$ cat src/rtl/lane_mask_dbi.sv
module lane_mask_dbi #(
  parameter int W     = 8,
  parameter int BEATS = 2
) (
  input  logic                 clk,
  input  logic                 rst_n,
  input  logic                 cfg_mask_en,
  input  logic                 cfg_inv_en,
  output logic                 cfg_error,
  input  logic                 wr_valid_i,
  input  logic [W*BEATS-1:0]   wr_dq_i,
  input  logic [BEATS-1:0]     wr_pin_i,
  output logic                 st_valid_o,
  output logic [W*BEATS-1:0]   st_data_o,
  output logic [BEATS-1:0]     st_be_o,
  input  logic                 rd_valid_i,
  input  logic [W*BEATS-1:0]   rd_data_i,
  output logic                 rd_valid_o,
  output logic [W*BEATS-1:0]   rd_dq_o,
  output logic [BEATS-1:0]     rd_pin_o
);
  localparam int TW   = W * BEATS;
  localparam int CW   = $clog2(W + 1);
  localparam int HALF = W / 2;

  logic          mask_on, inv_on;
  logic [TW-1:0] w_data, r_data;
  logic [BEATS-1:0] w_be, r_pin;

  assign cfg_error = cfg_mask_en & cfg_inv_en;
  assign mask_on   = cfg_mask_en & ~cfg_inv_en;
  assign inv_on    = cfg_inv_en & ~cfg_mask_en;

  for (genvar b = 0; b < BEATS; b++) begin : g_beat
    logic [W-1:0]  wbeat, rbeat;
    logic [CW-1:0] zeros;
    logic          flip;

    assign wbeat = wr_dq_i[b*W +: W];
    assign rbeat = rd_data_i[b*W +: W];

    assign w_data[b*W +: W] = (inv_on && !wr_pin_i[b]) ? ~wbeat : wbeat;
    assign w_be[b]          = mask_on ? wr_pin_i[b] : 1'b1;

    always_comb begin
      zeros = '0;
      for (int i = 0; i < W; i++)
        zeros = zeros + {{(CW-1){1'b0}}, ~rbeat[i]};
    end

    assign flip             = inv_on && (zeros > CW'(HALF));
    assign r_data[b*W +: W] = flip ? ~rbeat : rbeat;
    assign r_pin[b]         = ~flip;
  end

  always_ff @(posedge clk or negedge rst_n) begin
    if (!rst_n) begin
      st_valid_o <= 1'b0;
      st_data_o  <= '0;
      st_be_o    <= '0;
    end else begin
      st_valid_o <= wr_valid_i;
      st_data_o  <= wr_valid_i ? w_data : '0;
      st_be_o    <= wr_valid_i ? w_be : '0;
    end
  end

  always_ff @(posedge clk or negedge rst_n) begin
    if (!rst_n) begin
      rd_valid_o <= 1'b0;
      rd_dq_o    <= '0;
      rd_pin_o   <= '1;
    end else begin
      rd_valid_o <= rd_valid_i;
      rd_dq_o    <= rd_valid_i ? r_data : '0;
      rd_pin_o   <= rd_valid_i ? r_pin : '1;
    end
  end
endmodule

$ cat config.mk
export PLATFORM = sky130hd
export DESIGN_NAME = lane_mask_dbi
export DESIGN_NICKNAME = d
export VERILOG_FILES = /design/src/rtl/lane_mask_dbi.sv
export SDC_FILE = /design/constraint.sdc
export NUM_CORES = 1
export LEC_CHECK = 0
export BUFFER_PORTS_ARGS = -buffer_cell sky130_fd_sc_hd__buf_2
export CORE_UTILIZATION = 48
export CTS_CLUSTER_DIAMETER = 30
export DETAILED_ROUTE_END_ITERATION = 6
export GPL_TIMING_DRIVEN = 0
export PLACE_DENSITY = 0.91
export SYNTH_ARGS = -nofsm -noshare
export SYNTH_HDL_FRONTEND = slang
export SYNTH_SLANG_ARGS = --single-unit
$ cat constraint.sdc
create_clock -name clk -period 0.8 [get_ports clk]
set_input_delay 0.16 -clock clk [delete_from_list [all_inputs] [get_ports clk]]
set_output_delay 0.16 -clock clk [all_outputs]
set_load 0.05 [all_outputs]
==> results.yml <==
timing:
  rsz0062_at_grt: "yes"
  tns_ps: -46340
  slew_viol_final: 0
  timing.final.ws_setup_ps: -2210
  max_clock_freq_mhz: 333
  hold-worst-slack_ps: -39.5
  hold_viol: 36
  period_needed_ps: 3010
  tightest_slew_ps: 834
  slew_headroom_pct: 44.4
  fin_crit_sh_pct: 376
  finalSetupViolations: 56
power_and_ir_drop:
  max-vdd-ir-drop_mv: 1.03
  power.leakage_nw: 1.57
  p_per_area_nw_per_um2: 2040
grt:
  grtUsageTotal_pct: 24.0
  grt_pass1_vias: 1671
  antenna_found_initial: 0
  gr-total-overflow: 0
  grt_max_degree: 39
  grt_pass1_wl_mm: 7.69
floorplan:
  die_area_um2: 4460
  coreArea_um2: 4030
  die_w_um: 66.8
  ioPinCount: 79
  initial_core_util_pct: 50.0
  num_rows: 23
  die_y_um: 66.8
critical_path:
  critPathLaunchType: "primary input"
  end_kind: "flop"
  cp_data_arrival_time_ps: 3220
  path_max_fanout: 8
  crit_type: "in -> reg"
  worstPathRequired_ps: 1010
logic_synthesis:
  ys.warnings.count: 0
  syn_area_per_cell_um2: 11.2
  yosys.area.top_type: "dfrtp_1"
  synth_area_leaders: "dfrtp_1, fa_1, mux2i_1"
  yosysSeqAreaShare_pct: 47.3
  synthesis.nets: 234
  synth_top_area_share_pct: 44.7
  synth_cells: 180
  synth_area_um2: 2020
  ys_ff_latch: 38
  yosys.cell_types.count: 27
clocking:
  cts.sinks: 38
  cts_buffer_depth: 2
  cts_tree: "yes"
  cts.clk_slew.worst_paths_ps: 80
  cts_root_buffer: "clkbuf_8"
  htreeDepth: 2
  cts_buffers: 5
detailed_routing:
  ant_nets: 0
  vias: 1602
  routedWlPerCell_um: 15.5
  drc: 0
  drt_iter0_drc: 99
  dr.pass1.iters: 4
  vias_per_cell: 5.01
  wl_mm: 4.95
placement:
  dpl_cell_area_um2: 2490
  gp_congestion: 0.770
  io_buffer_count: 78
  dp_hpwl_mm: 3.12
final_layout:
  final_cell_mix: "buf_6, dfrtp_1, buf_2, nand2_1"
  design_area_um2: 2930
  n_antenna_cell: 0
  layout-drive-gt1-share_pct: 40.4
  fillCellCount: 257
  final_nets: 323
  area_delta_synth_final_pct: 45.4
  final_common_cell: "buf_6"
flow_run:
  drv_cap: 0
status:
  status: "complete, but fails checks"
  violations: "negative hold slack, negative setup slack"
worst_hold_path:
  hp-class: "in -> async"
critical path, stage by stage:
cell and delay [ps]:
buf_8 100, fa_1 550, inv_2 50, fa_1 530, fa_1 420, ha_2 200, fa_2 540, nor2_2 50
o32a_1 290, buf_6 150, mux2i_1 160
cell usage after synthesis (all sizes together):
master  count
clkbuf      2
nor2        2
xor2       16
buf         6
or2b        1
inv        14
a21boi      2
nand3b      2
nand2      26
o211ai      2
dfrtp      36
and2       17
xnor2       2
ha          6
nor3b       4
dfstp       2
nand2b      7
o21a        2
o32a        2
and2b       1
fa          8
mux2i      16
o21bai      2
a21oi       2
where the power goes:
part	internal, mW	total [mW]	switching, mW
sequential	2.09	2.18	0.0823
combinational	1.04	2.43	1.39
clock	0.693	1.39	0.694
total	3.83	5.99	2.17
final cells by class:
cell class	instances	area, um^2	area share (%)
multi-input combinational	120	1000	34.1
buffer	8	57.6	1.96
sequential	38	953	32.5
clock inverter	2	12.5	0.427
inverter	14	52.6	1.79
clock buffer	6	82.6	2.82
tap	50	62.6	2.13
timing repair buffer	82	709	24.2
through the flow:
step                instances  power [mW]  hold WS (ps)  util [%]  setup slack, ps
floorplan                 180        3.65          -136         -            -2270
global placement          308        4.10           296      61.8            -2500
detailed placement        308        4.16           297      61.8            -2520
CTS                       319        5.93         -17.6      72.1            -2210
global route              320        6.25          38.5      72.8            -2310
finish                    320        5.99         -39.5      72.8            -2210
path summary, 6_finish.rpt:
kind,from,endpoint,slack (ps)
min in group clk,wr_valid_i,st_valid_o,60
max in group asynchronous,rst_n,rd_dq_o[14],300
max,rd_data_i[3],rd_dq_o[0],-2210
min,rst_n,rd_valid_o,-40
state kept, by name (all words and copies together), names as in the netlist:
register	count
rd_dq_o	16
st_valid_o	1
rd_valid_o	1
rd_pin_o	2
st_be_o	2
st_data_o	16
routing by layer:
layer  share of wire (%)  global-route usage [%]  vias up
li1                    -                       -      745
met1                  39                    26.7      794
met4                 2.4                    11.2        0
met5                   0                       0        -
met3                 3.2                    4.97       14
met2                  56                    43.3       49
timing repair:
action                                  CTS  global route
setup buffers                             3             1
gates resized for setup                  95             7
hold endpoints to repair                 36             0
endpoints found under the setup margin   57            68
pin swaps                                 7             6
logic make-up (layout without fill, tap and decap cells):
group | Yosys count | count (layout) | synth area share [%]
simple gates | 60 | 60 | 15.8
mux | 16 | 16 | 7.95
fa+ha+maj | 14 | 14 | 11.7
flops | 38 | 38 | 47.3
xor+xnor | 18 | 18 | 7.82
compound gates | 12 | 12 | 4.47
buf+inv | 22 | 112 | 5.03
(Power assumes the default switching activity.)
